File: src/rtl/int_alu_pkg.sv
package int_alu_pkg;

  localparam int OPC_W = 4;

  // Opcode values seen at the top-level port
  localparam logic [OPC_W-1:0] OPC_ADD  = 4'd0;
  localparam logic [OPC_W-1:0] OPC_SUB  = 4'd1;
  localparam logic [OPC_W-1:0] OPC_AND  = 4'd2;
  localparam logic [OPC_W-1:0] OPC_OR   = 4'd3;
  localparam logic [OPC_W-1:0] OPC_XOR  = 4'd4;
  localparam logic [OPC_W-1:0] OPC_LSR  = 4'd5;
  localparam logic [OPC_W-1:0] OPC_ASR  = 4'd6;
  localparam logic [OPC_W-1:0] OPC_LSL  = 4'd7;
  localparam logic [OPC_W-1:0] OPC_ROL  = 4'd8;
  localparam logic [OPC_W-1:0] OPC_MPYU = 4'd9;
  localparam logic [OPC_W-1:0] OPC_MPYS = 4'd10;

  typedef enum logic [2:0] {
    SEL_NONE,
    SEL_ADDER,
    SEL_LOGIC,
    SEL_SHIFT,
    SEL_MUL
  } resSel_e;

  typedef enum logic [1:0] {
    LG_AND,
    LG_OR,
    LG_XOR
  } logicOp_e;

  typedef enum logic [1:0] {
    SH_LSR,
    SH_ASR,
    SH_LSL,
    SH_ROL
  } shiftOp_e;

  // Strobes from control to datapath
  typedef struct packed {
    resSel_e  resSel;
    logic     subtract;
    logicOp_e logicOp;
    shiftOp_e shiftOp;
    logic     mulSigned;
    logic     ccLoad;
  } aluCtrl_t;

endpackage

File: src/rtl/int_alu_ctrl.sv
module int_alu_ctrl
  import int_alu_pkg::*;
(
  input  logic             opValid,
  input  logic [OPC_W-1:0] opCode,
  output aluCtrl_t         ctrl
);

  always_comb begin
    ctrl.resSel    = SEL_NONE;
    ctrl.subtract  = 1'b0;
    ctrl.logicOp   = LG_AND;
    ctrl.shiftOp   = SH_LSR;
    ctrl.mulSigned = 1'b0;
    unique case (opCode)
      OPC_ADD:  ctrl.resSel = SEL_ADDER;
      OPC_SUB: begin
        ctrl.resSel   = SEL_ADDER;
        ctrl.subtract = 1'b1;
      end
      OPC_AND: begin
        ctrl.resSel  = SEL_LOGIC;
        ctrl.logicOp = LG_AND;
      end
      OPC_OR: begin
        ctrl.resSel  = SEL_LOGIC;
        ctrl.logicOp = LG_OR;
      end
      OPC_XOR: begin
        ctrl.resSel  = SEL_LOGIC;
        ctrl.logicOp = LG_XOR;
      end
      OPC_LSR: begin
        ctrl.resSel  = SEL_SHIFT;
        ctrl.shiftOp = SH_LSR;
      end
      OPC_ASR: begin
        ctrl.resSel  = SEL_SHIFT;
        ctrl.shiftOp = SH_ASR;
      end
      OPC_LSL: begin
        ctrl.resSel  = SEL_SHIFT;
        ctrl.shiftOp = SH_LSL;
      end
      OPC_ROL: begin
        ctrl.resSel  = SEL_SHIFT;
        ctrl.shiftOp = SH_ROL;
      end
      OPC_MPYU: ctrl.resSel = SEL_MUL;
      OPC_MPYS: begin
        ctrl.resSel    = SEL_MUL;
        ctrl.mulSigned = 1'b1;
      end
      default:  ctrl.resSel = SEL_NONE;
    endcase
    ctrl.ccLoad = opValid && (ctrl.resSel != SEL_NONE);
  end

endmodule

File: src/rtl/int_alu_datapath.sv
module int_alu_datapath
  import int_alu_pkg::*;
#(
  parameter int DATA_W = 32
) (
  input  logic              clk,
  input  logic              rst,
  input  aluCtrl_t          ctrl,
  input  logic [DATA_W-1:0] opA,
  input  logic [DATA_W-1:0] opB,
  output logic [DATA_W-1:0] result,
  output logic [3:0]        ccFlags
);

  localparam int HALF_W = DATA_W / 2;
  localparam int CNT_W  = $clog2(DATA_W) + 1;
  localparam int ROT_W  = CNT_W - 1;
  localparam int MSB    = DATA_W - 1;

  // Adder / subtractor
  logic [DATA_W-1:0] bEff;
  logic [DATA_W:0]   addFull;
  assign bEff    = ctrl.subtract ? ~opB : opB;
  assign addFull = {1'b0, opA} + {1'b0, bEff} + {{DATA_W{1'b0}}, ctrl.subtract};

  // Shifters: one spare bit catches the last bit pushed out
  logic [CNT_W-1:0]         shCnt;
  logic [ROT_W-1:0]         rotCnt;
  logic [DATA_W:0]          lsrExt;
  logic [DATA_W:0]          lslExt;
  logic signed [DATA_W:0]   asrIn;
  logic signed [DATA_W:0]   asrExt;
  logic [DATA_W-1:0]        rolRes;
  assign shCnt  = opB[CNT_W-1:0];
  assign rotCnt = opB[ROT_W-1:0];
  assign lsrExt = {opA, 1'b0} >> shCnt;
  assign lslExt = {1'b0, opA} << shCnt;
  assign asrIn  = {opA, 1'b0};
  assign asrExt = asrIn >>> shCnt;
  assign rolRes = (rotCnt == '0) ? opA
                : ((opA << rotCnt) | (opA >> (DATA_W - int'(rotCnt))));

  // Half-width multipliers; low word of the product is kept
  logic [DATA_W-1:0] mulAu, mulBu, mulAs, mulBs, mulU, mulS;
  assign mulAu = {{HALF_W{1'b0}}, opA[HALF_W-1:0]};
  assign mulBu = {{HALF_W{1'b0}}, opB[HALF_W-1:0]};
  assign mulAs = {{HALF_W{opA[HALF_W-1]}}, opA[HALF_W-1:0]};
  assign mulBs = {{HALF_W{opB[HALF_W-1]}}, opB[HALF_W-1:0]};
  assign mulU  = mulAu * mulBu;
  assign mulS  = mulAs * mulBs;

  logic carryNext, ovfNext;

  always_comb begin
    result    = '0;
    carryNext = 1'b0;
    ovfNext   = 1'b0;
    unique case (ctrl.resSel)
      SEL_ADDER: begin
        result    = addFull[MSB:0];
        carryNext = addFull[DATA_W] ^ ctrl.subtract;
        ovfNext   = (opA[MSB] == bEff[MSB]) && (result[MSB] != opA[MSB]);
      end
      SEL_LOGIC: begin
        unique case (ctrl.logicOp)
          LG_OR:   result = opA | opB;
          LG_XOR:  result = opA ^ opB;
          default: result = opA & opB;
        endcase
      end
      SEL_SHIFT: begin
        unique case (ctrl.shiftOp)
          SH_LSR: begin
            result    = lsrExt[DATA_W:1];
            carryNext = lsrExt[0];
            ovfNext   = opA[MSB] ^ result[MSB];
          end
          SH_ASR: begin
            result    = asrExt[DATA_W:1];
            carryNext = asrExt[0];
          end
          SH_LSL: begin
            result    = lslExt[MSB:0];
            carryNext = lslExt[DATA_W];
            ovfNext   = opA[MSB] ^ result[MSB];
          end
          default: begin
            result    = rolRes;
            carryNext = (rotCnt != '0) && rolRes[0];
          end
        endcase
      end
      SEL_MUL: result = ctrl.mulSigned ? mulS : mulU;
      default: result = '0;
    endcase
  end

  logic [3:0] ccReg;
  always_ff @(posedge clk) begin
    if (rst) begin
      ccReg <= 4'b0000;
    end else if (ctrl.ccLoad) begin
      ccReg <= {ovfNext, result[MSB], carryNext, (result == '0)};
    end
  end
  assign ccFlags = ccReg;

endmodule

File: src/rtl/int_alu_cc.sv
module int_alu_cc
  import int_alu_pkg::*;
#(
  parameter int DATA_W = 32
) (
  input  logic              clk,
  input  logic              rst,
  input  logic              opValid,
  input  logic [OPC_W-1:0]  opCode,
  input  logic [DATA_W-1:0] opA,
  input  logic [DATA_W-1:0] opB,
  output logic [DATA_W-1:0] result,
  output logic [3:0]        ccFlags
);

  aluCtrl_t ctrl;

  int_alu_ctrl u_ctrl (
    .opValid (opValid),
    .opCode  (opCode),
    .ctrl    (ctrl)
  );

  int_alu_datapath #(.DATA_W(DATA_W)) u_dp (
    .clk     (clk),
    .rst     (rst),
    .ctrl    (ctrl),
    .opA     (opA),
    .opB     (opB),
    .result  (result),
    .ccFlags (ccFlags)
  );

endmodule

File: config.mk
export PLATFORM = sky130hd
export DESIGN_NAME = int_alu_cc
export DESIGN_NICKNAME = d
export VERILOG_FILES = /design/src/rtl/int_alu_pkg.sv /design/src/rtl/int_alu_ctrl.sv /design/src/rtl/int_alu_datapath.sv /design/src/rtl/int_alu_cc.sv
export SDC_FILE = /design/constraint.sdc
export NUM_CORES = 2
export LEC_CHECK = 0
export BUFFER_PORTS_ARGS = -buffer_cell sky130_fd_sc_hd__buf_2
export CAP_MARGIN = 0
export CORE_UTILIZATION = 45
export CTS_CLUSTER_SIZE = 16
export DETAILED_ROUTE_END_ITERATION = 8
export GPL_ROUTABILITY_DRIVEN = 0
export REMOVE_ABC_BUFFERS = 1
export SLEW_MARGIN = 20
export SYNTH_ARGS = -nofsm -noshare
export SYNTH_HDL_FRONTEND = slang
export SYNTH_SLANG_ARGS = --single-unit
File: constraint.sdc
create_clock -name clk -period 27.2 [get_ports clk]
set_clock_uncertainty 0.2 [all_clocks]
set_input_delay 2.72 -clock clk [delete_from_list [all_inputs] [get_ports clk]]
set_output_delay 2.72 -clock clk [all_outputs]
set_load 0.05 [all_outputs]
==> results.tsv <==
stage	metric	value	unit
outcome	status	finished, violations left	
outcome	violated_checks	DRC	
synth	yosysTopAreaCell	fa_1	
drt	drt_pre_antenna_iters	9	
drt	wl_per_cell	27.2	um
global_routing	grt_antenna_before_repair	2	
clocking	cts_root_buf	clkbuf_16	
clocking	tritoncts	yes	
min_path	hold_path.class	reg -> reg	
floorplan	die_h	242	um
global_routing	first_pass_grt_wire_length	161000	um
sta	tightest_slew	1.15	ns
clocking	postCtsSetupRepairBufs	0	
final_layout	final_core_utilization	0.477	
floorplan	floorplan.rows	87	
floorplan	dieArea	0.0587	mm^2
synth	postSynth.asyncResetShare	0	
sta	worst_slew_margin_rel	0.211	
global_routing	grt_remaining_overflow	0	
clocking	register_clock_pin_slew_on_the_reported_worst_setup_and_hold_paths	0.03	ns
floorplan	io_pins	107	
critical_path	arrival	11.00	ns
placed_design	place_inst	3940	
synth	synth.avg_cell_area	8.04	um^2
global_routing	number_of_global_route_vias_before_repair	25882	
synth	number_of_enable_type_register_cells_in_the_synthesized_netlist	0	
sta	grt_setup_unrepaired	false	
sta	timing.final.max_slew_violations	0	
drt	via_per_inst	6.63	
synth	syn_inst	3231	
placed_design	preCtsSetupSlack	13.67	ns
sta	final_period_minus_worst_setup_slack	13.92	ns
final_layout	insertedDiodeCount	0	
global_routing	grt_start_max_net_pins	64	
drt	route.detailed.drc	33	
sta	fin_tns_setup	0	ns
run	drv.max_cap_violation_count	0	
critical_path	cp_max_fo	57	
synth	yosys-top-cells-area	fa_1, ha_1, inv_1	
global_routing	grt.total_usage	0.362	
floorplan	fp.dieW	242	um
final_layout	layout-drive-gt1-share	0.0976	
critical_path	setup.worst_path.class	in -> out	
floorplan	placeableCoreArea	0.0567	mm^2
synth	synth_seq_area_share	0.00308	
critical_path	required	24.28	ns
placed_design	dp_hpwl	83400	um
drt	num_vias	26143	
final_layout	largest_register_ff_count	4	
critical_path	worstSetupEndpointType	output pin	
final_layout	layoutNonFillerInstCount	3943	
sta	post-route-worst-setup-slack	13.28	ns
synth	post-synth-top-area-fraction	0.283	
final_layout	nets	3881	
floorplan	initial_core_util	0.458	
clocking	cts.repair.resized	0	
sta	fin_crit_sh	0.512	
clocking	number_of_buffers_added_by_the_clock_tree_synthesis_step	3	
clocking	clk_latency	0.23	ns
synth	ys_seq_elements	4	
clocking	number_of_buffers_between_clock_root_and_the_deepest_sink	2	
synth	yosysUniqueCellTypes	104	
clocking	cts_hold_repair.buffers	0	
clocking	clock_sink_count	4	
drt	first_iter_violations	3748	
drt	antenna_left	0	
synth	synth_warnings	0	
sta	final-setup-viol-count	0	
clocking	cts.htree.levels	1	
drt	wirelength	107000	um
synth	synth_top_flop_cell	dfxtp_1	
critical_path	worst_setup_path_start_kind	primary input	
placed_design	io_buffers	106	
final_layout	area.growth.synth_to_final	4.15	%
sta	report.final.hold_viol_count	0	
sta	clock.fmax	71.9	MHz
synth	synth.cell_area	0.0260	mm^2
-- logic make-up after synthesis --
family / after synthesis / share of synthesized area
AND/OR/NAND/NOR: 825 / 0.144
buffers and inverters: 785 / 0.118
AO/OA/AOI/OAI: 695 / 0.180
adder cells (fa/ha/maj): 621 / 0.405
multiplexers: 186 / 0.110
XOR/XNOR: 115 / 0.0391
flip-flops: 4 / 0.00308
-- routing by layer --
metal / GRT usage / routed length, um / up-vias
met3: 0.106 / 15000 / 429
met1: 0.496 / 41700 / 12884
met5: 0.00817 / 76 / -
met4: 0.167 / 6730 / 6
met2: 0.522 / 43800 / 1977
li1: - / - / 10847
-- area by class of cell --
| cell class | instances | area [um^2] |
|---|---|---|
| Inverter | 586 | 2200 |
| Sequential cell | 4 | 80.1 |
| Timing Repair Buffer | 152 | 885 |
| Clock buffer | 3 | 75.1 |
| Tap cell | 756 | 946 |
| Multi-Input combinational cell | 2442 | 22900 |
| Fill cell | 5640 | 29700 |
-- placed cells by master (no fill, tap or decap), types with 8 or more instances in the layout --
| master | instances |
|---|---|
| buf_4 | 47 |
| nand4_1 | 24 |
| nor2_1 | 217 |
| o21ai_0 | 127 |
| and3_1 | 18 |
| mux2_2 | 35 |
| o21a_1 | 9 |
| o31ai_1 | 20 |
| xor2_1 | 35 |
| a21o_1 | 26 |
| o2111ai_1 | 13 |
| and2_1 | 17 |
| xnor2_1 | 79 |
| o32ai_1 | 10 |
| o221ai_1 | 19 |
| nand2b_1 | 29 |
| or2_2 | 11 |
| o21bai_1 | 8 |
| nor2b_1 | 16 |
| ha_1 | 253 |
| a211oi_1 | 38 |
| mux4_2 | 70 |
| a221oi_1 | 30 |
| nand2_1 | 340 |
| inv_1 | 576 |
| o211ai_1 | 36 |
| nor4_1 | 10 |
| nor3_1 | 48 |
| mux2i_1 | 71 |
| o22ai_1 | 27 |
| fa_1 | 367 |
| a22oi_1 | 29 |
| nand3_1 | 46 |
| a21oi_1 | 178 |
| buf_2 | 104 |
| or3_1 | 8 |
| a31oi_1 | 28 |
-- worst paths after layout --
kind                                startpoint                           end  slack [ns]  depth (start not counted)
setup reg to reg  u_dp.ccFlags[1]$_SDFFE_PP0P_  u_dp.ccFlags[1]$_SDFFE_PP0P_       26.40                          2
hold reg to reg   u_dp.ccFlags[3]$_SDFFE_PP0P_  u_dp.ccFlags[3]$_SDFFE_PP0P_        0.27                          2
setup / recovery                        opB[3]                    result[30]       13.28                         25
hold / removal    u_dp.ccFlags[3]$_SDFFE_PP0P_  u_dp.ccFlags[3]$_SDFFE_PP0P_        0.27                          2
-- critical path: stages --
cell	delay, ns
buf_2	0.34
buf_4	0.62
inv_1	0.19
buf_4	0.36
nor2_1	0.20
fa_1	0.46
fa_1	0.55
ha_1	0.14
inv_1	0.07
fa_1	0.50
fa_1	0.55
inv_1	0.05
fa_1	0.46
ha_1	0.35
o21ai_0	0.11
nand2b_1	0.09
a31oi_1	0.18
o31ai_1	0.85
a21oi_1	0.38
o31ai_1	0.59
o31ai_1	0.20
o21ai_0	0.26
xnor2_1	0.11
o211ai_1	0.27
buf_2	0.33
-- synthesized netlist by cell type, types with 29 or more instances --
| cell type | instances |
|---|---|
| a211oi_1 | 38 |
| fa_1 | 367 |
| inv_1 | 576 |
| nand3_1 | 46 |
| nor2_1 | 218 |
| clkbuf_1 | 130 |
| xor2_1 | 35 |
| a221oi_1 | 30 |
| mux2_2 | 35 |
| xnor2_1 | 79 |
| nor3_1 | 49 |
| mux2i_1 | 71 |
| o211ai_1 | 36 |
| nand2_1 | 340 |
| a21oi_1 | 179 |
| a22oi_1 | 29 |
| o21ai_0 | 127 |
| nand2b_1 | 29 |
| buf_2 | 29 |
| mux4_2 | 70 |
| ha_1 | 254 |
-- through the flow --
stage | cell area, um^2 | hold slack (ns)
floorplan | 25100 | 0.464
global placement | 27000 | 0.241
detailed placement | 27000 | 0.263
CTS | 27000 | 0.267
global route | 27000 | 0.312
finish | 27000 | 0.267
Power is not shown: default switching activity piles up to over one toggle a cycle in this logic, so the estimate is an artifact.
